### src/rtl/sdadc_reader_pkg.sv
package sdadc_reader_pkg;
  typedef enum logic [1:0] {
    ST_IDLE  = 2'd0,
    ST_FIRST = 2'd1,
    ST_CLOCK = 2'd2,
    ST_DONE  = 2'd3
  } readState_t;

  typedef struct packed {
    logic shiftEn;  // take sdata into the shift register this cycle
    logic loadOut;  // move the shift register to the output word
  } ctrlStrobes_t;
endpackage

### src/rtl/sdadc_reader_sync.sv
module sdadc_reader_sync (
  input  logic clk,
  input  logic rst,
  input  logic readyN,
  output logic startPulse
);
  logic syncA, syncB, prevB;

  always_ff @(posedge clk) begin
    if (rst) begin
      syncA <= 1'b1;
      syncB <= 1'b1;
      prevB <= 1'b1;
    end else begin
      syncA <= readyN;
      syncB <= syncA;
      prevB <= syncB;
    end
  end

  // high-to-low transition on the synchronised ready line
  assign startPulse = prevB & ~syncB;
endmodule

### src/rtl/sdadc_reader_ctrl.sv
module sdadc_reader_ctrl
  import sdadc_reader_pkg::*;
#(
  parameter int WORD_BITS    = 20,
  parameter int HALF_PERIOD  = 4,
  parameter int SAMPLE_DELAY = 4
) (
  input  logic         clk,
  input  logic         rst,
  input  logic         startPulse,
  output ctrlStrobes_t strobes,
  output logic         csN,
  output logic         sclk
);
  localparam int PERIOD = 2 * HALF_PERIOD;
  localparam int PW     = (PERIOD > 1) ? $clog2(PERIOD) : 1;
  localparam int BW     = (WORD_BITS > 1) ? $clog2(WORD_BITS) : 1;
  localparam logic [PW-1:0] PHASE_LAST = PW'(PERIOD - 1);
  localparam logic [PW-1:0] SAMPLE_AT  = PW'(SAMPLE_DELAY);
  localparam logic [PW-1:0] HIGH_END   = PW'(HALF_PERIOD);
  localparam logic [BW-1:0] BIT_LAST   = BW'(WORD_BITS - 1);

  readState_t    state, stateN;
  logic [PW-1:0] phase, phaseN;
  logic [BW-1:0] bitIdx, bitIdxN;

  always_comb begin
    stateN  = state;
    phaseN  = phase;
    bitIdxN = bitIdx;
    strobes = '0;
    unique case (state)
      ST_IDLE: begin
        if (startPulse) begin
          stateN  = ST_FIRST;
          phaseN  = '0;
          bitIdxN = '0;
        end
      end
      ST_FIRST, ST_CLOCK: begin
        strobes.shiftEn = (phase == SAMPLE_AT);
        if (phase == PHASE_LAST) begin
          phaseN = '0;
          if (bitIdx == BIT_LAST) begin
            stateN          = ST_DONE;
            strobes.loadOut = 1'b1;
          end else begin
            stateN  = ST_CLOCK;
            bitIdxN = bitIdx + 1'b1;
          end
        end else begin
          phaseN = phase + 1'b1;
        end
      end
      ST_DONE: stateN = ST_IDLE;
      default: stateN = ST_IDLE;
    endcase
  end

  // pin drivers are registered from the next-state values so they stay glitch free
  always_ff @(posedge clk) begin
    if (rst) begin
      state  <= ST_IDLE;
      phase  <= '0;
      bitIdx <= '0;
      csN    <= 1'b1;
      sclk   <= 1'b0;
    end else begin
      state  <= stateN;
      phase  <= phaseN;
      bitIdx <= bitIdxN;
      csN    <= (stateN == ST_IDLE);
      sclk   <= (stateN == ST_CLOCK) && (phaseN < HIGH_END);
    end
  end
endmodule

### src/rtl/sdadc_reader_datapath.sv
module sdadc_reader_datapath
  import sdadc_reader_pkg::*;
#(
  parameter int WORD_BITS = 20
) (
  input  logic                 clk,
  input  logic                 rst,
  input  ctrlStrobes_t         strobes,
  input  logic                 sdata,
  output logic [WORD_BITS-1:0] word,
  output logic                 wordValid
);
  logic [WORD_BITS-1:0] shiftReg;

  generate
    if (WORD_BITS > 1) begin : g_wide
      always_ff @(posedge clk) begin
        if (rst)                  shiftReg <= '0;
        else if (strobes.shiftEn) shiftReg <= {shiftReg[WORD_BITS-2:0], sdata};
      end
    end else begin : g_single
      always_ff @(posedge clk) begin
        if (rst)                  shiftReg <= '0;
        else if (strobes.shiftEn) shiftReg <= sdata;
      end
    end
  endgenerate

  always_ff @(posedge clk) begin
    if (rst) begin
      word      <= '0;
      wordValid <= 1'b0;
    end else begin
      wordValid <= strobes.loadOut;
      if (strobes.loadOut) word <= shiftReg;
    end
  end
endmodule

### src/rtl/sdadc_reader.sv
module sdadc_reader
  import sdadc_reader_pkg::*;
#(
  parameter int WORD_BITS    = 20,
  parameter int HALF_PERIOD  = 4,
  parameter int SAMPLE_DELAY = 4
) (
  input  logic                 clk,
  input  logic                 rst,
  input  logic                 readyN,
  input  logic                 sdata,
  output logic                 csN,
  output logic                 sclk,
  output logic [WORD_BITS-1:0] word,
  output logic                 wordValid
);
  logic         startPulse;
  ctrlStrobes_t strobes;

  sdadc_reader_sync u_sync (
    .clk        (clk),
    .rst        (rst),
    .readyN     (readyN),
    .startPulse (startPulse)
  );

  sdadc_reader_ctrl #(
    .WORD_BITS    (WORD_BITS),
    .HALF_PERIOD  (HALF_PERIOD),
    .SAMPLE_DELAY (SAMPLE_DELAY)
  ) u_ctrl (
    .clk        (clk),
    .rst        (rst),
    .startPulse (startPulse),
    .strobes    (strobes),
    .csN        (csN),
    .sclk       (sclk)
  );

  sdadc_reader_datapath #(
    .WORD_BITS (WORD_BITS)
  ) u_dp (
    .clk       (clk),
    .rst       (rst),
    .strobes   (strobes),
    .sdata     (sdata),
    .word      (word),
    .wordValid (wordValid)
  );
endmodule

### config.mk
export PLATFORM = sky130hd
export DESIGN_NAME = sdadc_reader
export DESIGN_NICKNAME = d
export VERILOG_FILES = /design/src/rtl/sdadc_reader_pkg.sv /design/src/rtl/sdadc_reader_sync.sv /design/src/rtl/sdadc_reader_ctrl.sv /design/src/rtl/sdadc_reader_datapath.sv /design/src/rtl/sdadc_reader.sv
export SDC_FILE = /design/constraint.sdc
export NUM_CORES = 1
export LEC_CHECK = 0
export ABC_AREA = 1
export ABC_CLOCK_PERIOD_IN_PS = 2300
export BUFFER_PORTS_ARGS = -buffer_cell sky130_fd_sc_hd__buf_2
export CELL_PAD_IN_SITES_DETAIL_PLACEMENT = 0
export CELL_PAD_IN_SITES_GLOBAL_PLACEMENT = 2
export CORE_ASPECT_RATIO = 0.7
export CORE_MARGIN = 5
export CORE_UTILIZATION = 32
export CTS_CLUSTER_SIZE = 10
export DETAILED_ROUTE_END_ITERATION = 8
export PLACE_DENSITY_LB_ADDON = 0.08
export RECOVER_POWER = 50
export SYNTH_ARGS = -nofsm -noshare
export SYNTH_HDL_FRONTEND = slang
export SYNTH_HIERARCHICAL = 1
export SYNTH_SLANG_ARGS = --single-unit
### constraint.sdc
create_clock -name clk -period 2.3 [get_ports clk]
set_input_delay 0.115 -clock clk [delete_from_list [all_inputs] [get_ports clk]]
set_output_delay 0.115 -clock clk [all_outputs]
set_load 0.01 [all_outputs]
# Word level (Yosys, flattened, before mapping)
# Cells that the tools add are included.
[word_totals]
out_inout_bits = 23
register_bits = 56
wordCells = 46
in_bits = 4
[classes]
muxes = 14
n_bitwise = 2
n_eq_ne = 10
n_reduce_logical = 6
n_lt_le_gt_ge = 1
add_sub_neg = 2
[ops]
columns = ["operator", "n"]
rows = [
  ["$mux 5", 3],
  ["$pmux 5 s2", 1],
  ["$eq 2x2->1 const B", 3],
  ["$eq 3x3->1 const B", 2],
  ["$mux 2", 3],
  ["$mux 3", 2],
  ["$pmux 2 s3", 1],
  ["$pmux 3 s2", 1],
  ["$add 5x1->5 const B", 1],
  ["$eq 5x5->1 const B", 1],
  ["$logic_not 2->1", 2],
  ["$ne 2x2->1 const B", 2],
  ["$reduce_and 4->1", 1],
  ["$add 3x1->3 const B", 1],
  ["$lt 3x3->1 const B", 1],
  ["$mux 1", 3],
  ["$eq 2x1->1 const B", 1],
  ["$ne 2x1->1 const B", 1],
  ["$reduce_bool 2->1", 1],
  ["$reduce_or 2->1", 1],
  ["$and 1x1->1", 1],
  ["$logic_and 1x1->1", 1],
  ["$not 1->1", 1],
]

# Longest topological paths before layout
# Gate-level depths: netlist of the first run.
[depth]
ltp_word = 6
ltp_mapped = 10
depth_no_buf = 9

# By module
# The synthesis of the first run kept the hierarchy.
[by_module_without_submodules]
columns = ["module", "n_inst", "area_each_um2", "cells_per_inst", "seq_area_each_um2"]
rows = [
  ["sdadc_reader_datapath", 1, 1635.3, 238, 820.8],
  ["sdadc_reader_ctrl", 1, 759.5, 105, 240.2],
  ["sdadc_reader_sync", 1, 93.8, 12, 60.1],
]

# Worst setup path before layout of the first run
# OpenSTA, ideal clock, no wires.
[synth_path]
kind = "reg-to-reg"
from = "register u_ctrl.state[0]"
to = "register u_dp.shiftReg[11]"
arrival_time_ps = 1479
stages_incl_launch_ff = 10
n_path_buf = 2
setup_ps = 114
synth_period_minus_slack_ps = 1593
path_slack_ps = 707
required_ps = 2186
cell_sequence = "dfxtp_1 inv_1 ha_1 buf_4 nand2_1 nor2_1 buf_6 nand2_1 nand2_1 nor2_2"
[synth_rtl]
columns = ["item", "line_no", "source"]
rows = [
  ["from (decl)", "sdadc_reader_ctrl.sv:23", "readState_t state, stateN;"],
  ["from (signal assigned)", "sdadc_reader_ctrl.sv:69", "state <= stateN;"],
  ["to (signal assigned)", "sdadc_reader_datapath.sv:19", "else if (strobes.shiftEn) shiftReg <= {shiftReg[WORD_BITS-2:0], sdata};"],
  ["to (decl)", "sdadc_reader_datapath.sv:13", "logic [WORD_BITS-1:0] shiftReg;"],
]

# Worst setup path in the final report of the first run
[layout_path]
from = "register u_ctrl.state[0]"
to = "register u_ctrl.sclk"
[layout_between]
elab_chain_len = 5
elab_cells_between_ends = 12
cone_classes = "order compare: 1; eq/ne: 4; mux: 4; reduce/logical: 3"
[layout_rtl]
columns = ["item", "line_no", "source"]
rows = [
  ["$eq 2x1->1 or $eq 2x2->1 (tied branches)", "sdadc_reader_ctrl.sv:32", "unique case (state)"],
  ["$reduce_or 2->1", "sdadc_reader_ctrl.sv:32", ""],
  ["$pmux 3 s2 or $pmux 2 s3 (tied branches)", "sdadc_reader_ctrl.sv:32", ""],
  ["$lt 3x3->1 or $eq 2x2->1 (tied branches)", "sdadc_reader_ctrl.sv:73", "sclk <= (stateN == ST_CLOCK) && (phaseN < HIGH_END);"],
  ["$logic_and 1x1->1 *", "sdadc_reader_ctrl.sv:73", ""],
  ["to (signal assigned)", "sdadc_reader_ctrl.sv:73", ""],
  ["to (decl)", "sdadc_reader_ctrl.sv:13", "output logic sclk"],
]
# Mark *: on every way between the ends. The rest lies on a longest branch, timed or not.
# A chain may end at the register's enable or synchronous reset.

==> results of run 1 <==
-- how the worst max path moves through the flow --
| stage | slack [ns] | startpoint | to | depth (start not counted) |
|---|---|---|---|---|
| 6_report | 0.53 | u_ctrl/state[0] | u_ctrl/sclk | 10 |
| 5_1_grt | 0.36 | u_ctrl/state[0] | u_ctrl/sclk | 10 |
| 4_1_cts | 0.65 | u_ctrl/state[0] | u_dp/word[0] | 8 |
| 3_5_place_dp | 0.66 | u_ctrl/state[0] | u_dp/word[0] | 8 |
| 3_3_place_gp | 0.67 | u_ctrl/state[0] | u_dp/word[9] | 8 |
| 2_1_floorplan | 0.71 | u_ctrl/state[0] | u_dp/shiftReg[11] | 9 |
-- layout make-up --
type	count	area [µm²]
Tap cell	98	123
Sequential cell	56	1120
Clock buffer	7	96.3
Timing Repair Buffer	32	158
Multi-Input combinational cell	239	1060
Fill cell	818	4720
Inverter	45	169
-- tightest hold or removal path: cells and delay by family --
kind | cells | cell delay, ns
AND/OR/NAND/NOR | 3 | 0.15
buffers and inverters | 2 | 0.10
-- registers in the layout, indices dropped and copies added (netlist names) --
signal / cells
u_sync/prevB: 1
u_ctrl/sclk: 1
u_sync/syncA: 1
u_ctrl/phase: 3
u_dp/shiftReg: 20
u_dp/wordValid: 1
u_ctrl/state: 2
u_ctrl/bitIdx: 5
u_ctrl/csN: 1
u_dp/word: 20
u_sync/syncB: 1
-- power by group --
part / switching [W] / internal, W / total, W
sequential: 0.00000773 / 0.000982 / 0.000990
clock: 0.000307 / 0.000269 / 0.000576
combinational: 0.0000879 / 0.0000408 / 0.000129
-- what timing repair did --
action | 4_1_cts | 5_1_grt
endpoints found under the hold margin | 1 | 0
endpoints found under the setup margin | 0 | 0
hold buffers | 1 | 0
setup buffers | 0 | 0
-- layer usage --
metal | part of all wire (%) | GRT usage, %
met1 | 55 | 15.5
met5 | 0 | 0
met4 | 1.2 | 3.20
met3 | 4.3 | 3.55
met2 | 39 | 15.2
-- cells in the final DEF, fill, tap and decap left out, types with 5 or more instances in the layout --
cell,n
inv_1,43
clkbuf_1,24
nor2_2,5
a21oi_1,8
clkbuf_8,7
nand3_1,10
ha_1,7
nor2_1,86
nand2_1,104
dfxtp_1,56
-- per-stage QoR --
| stage | hold slack (ns) | setup slack (ns) | utilization, % | cell area [µm²] | cells |
|---|---|---|---|---|---|
| 5_1_grt | 0.0909 | 0.363 | 36.7 | 2730 | 477 |
| 2_1_floorplan | 0.184 | 0.707 | - | 2490 | 355 |
| 3_5_place_dp | 0.297 | 0.664 | 35.8 | 2670 | 469 |
| 4_1_cts | 0.0825 | 0.650 | 37.2 | 2770 | 477 |
| 6_report | 0.0974 | 0.532 | 36.7 | 2730 | 477 |
| 3_3_place_gp | 0.301 | 0.674 | 35.8 | 2670 | 469 |
-- cells by family after synthesis --
logic type | share of synthesized area [%]
buf+inv | 12.1
fa+ha+maj | 3.52
xor+xnor | 0.352
flops | 45.0
simple gates | 35.8
compound gates | 3.17
==> out/results.txt, run 1 <==
Clock H-tree levels -> 2
status -> completed
grt total ovfl -> 0
Worst-Margin Slew -> 0.412 ns
Final Skew -> 0.00537 ns
most frequent cell after synthesis -> nand2_1
Reg2Reg Launch Point -> u_ctrl/state[0]
reg2reg setup slack -> 0.53 ns
Starting Density -> 33.4%
Avg Cell Area, Syn -> 7.01 µm²
Leakage -> 1.14 nW
Buffers on Ports -> 26
Ports -> 27
Detailed Place HPWL -> 3370 µm
Crit path arrival time -> 1.98 ns
Synth area leader -> dfxtp_1
Max VDD drop -> 0.275 mV
WP data required -> 2.51 ns
ANT cells -> 0
final-report hold violation count -> 0
hold path depth -> 5
Die ar. -> 0.00967 mm²
total CTS buffers -> 5
core area -> 0.00745 mm²
CP max FO -> 6
startpoint class of the critical path -> flop
Netlist cell types -> 22
WL/cell -> 10.2 µm
Sink Count -> 56
CP Capture Type -> flop
Syn Nets -> 366
Post-Route WL -> 4860 µm
largest net degree at the start of global routing -> 41
Hold/Removal Path Class -> in -> reg
fmax -> 566 MHz
reg-to-reg endpoint -> u_ctrl/sclk
Hold Path Origin -> sdata
final RePlAce weighted congestion -> 0.766
synthesized cell area -> 0.00249 mm²
unrepaired setup endpoints after global routing -> false
chip width -> 115 µm
FP Rows -> 26
WHS Endpoint -> u_dp/shiftReg[0]
max_cap viols -> 0
cell at the slowest stage of the critical path -> dfxtp_1
Nets -> 390
post-CTS sizing -> 0
gr usage total -> 10.8%
Critical Path Max Stage Delay -> 0.38 ns
Syn-to-layout area delta -> 9.75%
share of layout cells above drive strength 1 -> 7.39%
vias per cell -> 4.14
Fin Setup TNS -> 0 ns
Final ANT Viol Nets -> 0
clk slew on worst S/H paths -> 0.09 ns
Seq/Total Area, Yosys -> 45.0%
Root Buffer -> clkbuf_8
first-pass GRT wire length -> 8490 µm
PwrDens -> 620 mW/mm²
Post-synth EDFFs -> 0
CP top delay family -> buffers and inverters
Synth top area share -> 45.0%
via count -> 1977
Post-Syn Instances -> 355
Pre-antenna DRT Iters -> 4
Commonest cells post-synth -> nand2_1 (104), nor2_1 (86), dfxtp_1 (56)
CP Class -> reg -> reg
Die Ht -> 83.8 µm
drt first-iter violations -> 96
final setup fails -> 0
largest cells by area after synthesis -> dfxtp_1 (45%), nand2_1 (16%), nor2_1 (13%)
Slew headroom -> 72.5%
Max Root-Sink Buffers -> 2
period utilization -> 76.8%
Synth Register Bits -> 56
Cell Chain, Critical Path -> inv_1 > ha_1 > clkbuf_1 > inv_2 > nor2_1 > nand2_1 > o21ai_1 > nor2_1 > nand2_1 > inv_1
Yosys warning total -> 6
initial antenna violation count -> 0
number of global-route vias before repair -> 1832
Primary FF master, synth -> dfxtp_1
R2R cell count -> 10
number of remaining DRC errors -> 0
Min Clock Period, post-route -> 1.77 ns
asr flop ratio synth -> 0%
clk_lat worst skew -> 0.31 ns
CTS tree -> yes
WP buf/inv -> 4
Slew Limit Fails -> 0
total power -> 0.00169 W
(Power assumes the default switching activity.)
==> run 2: changes to the inputs <==
--- a/config.mk
+++ b/config.mk
@@ -6,13 +6,13 @@
 export NUM_CORES = 1
 export LEC_CHECK = 0
 export ABC_AREA = 1
-export ABC_CLOCK_PERIOD_IN_PS = 2300
+export ABC_CLOCK_PERIOD_IN_PS = 1550
 export BUFFER_PORTS_ARGS = -buffer_cell sky130_fd_sc_hd__buf_2
 export CELL_PAD_IN_SITES_DETAIL_PLACEMENT = 0
 export CELL_PAD_IN_SITES_GLOBAL_PLACEMENT = 2
 export CORE_ASPECT_RATIO = 0.7
 export CORE_MARGIN = 5
-export CORE_UTILIZATION = 32
+export CORE_UTILIZATION = 29
 export CTS_CLUSTER_SIZE = 10
 export DETAILED_ROUTE_END_ITERATION = 8
 export PLACE_DENSITY_LB_ADDON = 0.08
==> constraint.sdc (replaced) <==
create_clock -name clk -period 1.55 [get_ports clk]
set_input_delay 0.0775 -clock clk [delete_from_list [all_inputs] [get_ports clk]]
set_output_delay 0.0775 -clock clk [all_outputs]
set_load 0.01 [all_outputs]
==> out/results.txt, run 2 (synthesized netlist as in run 1, its figures left out) <==
status -> completed
Buffers on Ports -> 26 (unchanged)
grt total ovfl -> 0 (unchanged)
Final Skew -> 0.00516 ns (-0.000204 ns)
Crit path arrival time -> 1.66 ns (-0.32 ns)
clk_lat worst skew -> 0.29 ns (-0.02 ns)
CP Class -> reg -> reg
WL/cell -> 11.1 µm (+8.9%)
first-pass GRT wire length -> 8720 µm (+2.8%)
share of layout cells above drive strength 1 -> 13.3% (+5.9 points)
FP Rows -> 28 (+7.7%)
CTS tree -> yes
Post-Route WL -> 5510 µm (+14%)
final setup fails -> 0 (unchanged)
Starting Density -> 29.6% (-3.8 points)
startpoint class of the critical path -> flop
Ports -> 27 (unchanged)
Nets -> 402 (+3.1%)
largest net degree at the start of global routing -> 41 (unchanged)
post-route cell area -> 0.00304 mm² (+11%)
CP Capture Type -> flop
Max VDD drop -> 0.516 mV (+88%)
Hold/Removal Path Class -> in -> reg
core area -> 0.00841 mm² (+13%)
Die Ht -> 87.5 µm (+4.4%)
Critical Path Max Stage Delay -> 0.38 ns (about the same)
reg2reg setup slack -> 0.07 ns (-0.46 ns)
Slew Limit Fails -> 0 (unchanged)
Syn-to-layout area delta -> 22.2%
final RePlAce weighted congestion -> 0.762 (-0.50%)
Sink Count -> 56 (unchanged)
total CTS buffers -> 5 (unchanged)
Root Buffer -> clkbuf_16
Leakage -> 1.25 nW (+9.4%)
Slew headroom -> 83.8% (+11 points)
ANT cells -> 0 (unchanged)
biggest regs -> u_dp/shiftReg: 20 flops, u_dp/word: 20 flops, u_ctrl/bitIdx: 5 flops
Detailed Place HPWL -> 3470 µm (+2.9%)
CP dominant cell by count -> nand2_1
vias per cell -> 4.14 (about the same)
final-report hold violation count -> 0 (unchanged)
initial antenna violation count -> 0 (unchanged)
Worst-Margin Slew -> 0.242 ns (-0.170 ns)
CP max FO -> 4 (-2)
clk slew on worst S/H paths -> 0.07 ns (-0.02 ns)
Pre-antenna DRT Iters -> 4 (unchanged)
Max Root-Sink Buffers -> 2 (unchanged)
Filler cells -> 925 (+13%)
DP Worst Slack -> 0.0365 ns (-0.628 ns)
slack of the critical path -> 0.0732 ns (-0.459 ns)
Die ar. -> 0.0106 mm² (+9.3%)
WP data required -> 1.73 ns (-0.78 ns)
gr usage total -> 10.3% (-0.52 points)
period utilization -> 95.3% (+18 points)
Clock H-tree levels -> 2 (unchanged)
chip width -> 121 µm (+4.6%)
Min Clock Period, post-route -> 1.48 ns (-0.291 ns)
cell at the slowest stage of the critical path -> dfxtp_4
most common cell after layout, fill and taps aside -> nand2_1
Cell Chain, Critical Path -> ha_4 > nand2_1 > inv_1 > nand2_4 > nor2_4 > buf_12 > buf_4 > o22ai_2 > nand2_1 > nand2_1
drt first-iter violations -> 67 (-30%)
placed cell area -> 0.00275 mm² (+3.0%)
commonest cells after routing, fill and taps aside -> nand2_1 (103), nor2_1 (85), dfxtp_1 (52)
PwrDens -> 934 mW/mm² (+51%)
Final ANT Viol Nets -> 0 (unchanged)
via count -> 2060 (+4.2%)
number of global-route vias before repair -> 1870 (+2.1%)
max_cap viols -> 0 (unchanged)
number of remaining DRC errors -> 0 (unchanged)
fmax -> 677 MHz (+20%)
post-layout util -> 36.2% (-0.50 points)
==> run 2: cell count changes in the layout (fill, tap and decap cells not counted), moves of 3 or more <==
cell / before / now
clkbuf_16: 0 / 7
clkbuf_8: 7 / 1
buf_4: 3 / 7
dfxtp_1: 56 / 52
ha_1: 7 / 3
buf_12: 1 / 4
dfxtp_2: 0 / 3
ha_4: 0 / 3
==> run 2: timing repair <==
item                                   CTS  global route
setup endpoints to repair                0            30
gates resized for setup                  0            19
buffers inserted                         0             3
hold buffers                             1             0
endpoints found under the hold margin    1             0
==> run 2: stage by stage <==
stage,total power [W],setup TNS [ns],hold slack [ns],instances
6_report,0.00284,0,0.0747,497
5_1_grt,0.00300,-0.0306,0.104,497
4_1_cts,0.00290,0,0.0647,491
3_5_place_dp,0.00172,0,0.263,482
3_3_place_gp,0.00172,0,0.257,482
2_1_floorplan,0.00165,0,0.147,355
==> run 2: area by class of cell <==
class / count / area [µm²] / area share [%]
Sequential cell: 56 / 1130 / 37.1
Timing Repair Buffer: 44 / 335 / 11.0
Inverter: 45 / 169 / 5.56
Multi-Input combinational cell: 239 / 1130 / 37.2
Tap cell: 105 / 131 / 4.32
Clock buffer: 8 / 146 / 4.81
==> run 2: critical path, delay by kind of cell (launching register included) <==
| family | cells | cell delay [ns] |
|---|---|---|
| buffers and inverters | 3 | 0.33 |
| and+or+nand+nor | 5 | 0.42 |
| AOI/OAI and AO/OA | 1 | 0.08 |
| adders and majority gates | 1 | 0.15 |
| DFF | 1 | 0.38 |
==> run 2: where the power goes <==
part	switching (W)	internal [W]	leakage, nW
combinational	0.000144	0.0000887	0.724
clock	0.000494	0.000646	0.0712
sequential	0.0000102	0.00146	0.454
total	0.000648	0.00219	1.25
==> run 2: layer usage <==
metal,vias up,track usage [%],share of wire (%)
met5,-,0,0
met4,0,2.16,0.34
met3,2,3.51,3.7
met2,21,15.0,40
met1,912,14.7,56
li1,1125,-,-
==> run 2: path summary, 6_finish.rpt <==
path,startpoint,endpoint,cells after the start
worst max register to register,u_ctrl/bitIdx[1],u_ctrl/csN,10
worst min register to register,u_sync/syncA,u_sync/syncB,2
worst max-delay path,u_ctrl/bitIdx[1],u_ctrl/csN,10
worst min-delay path,sdata,u_dp/shiftReg[0],5
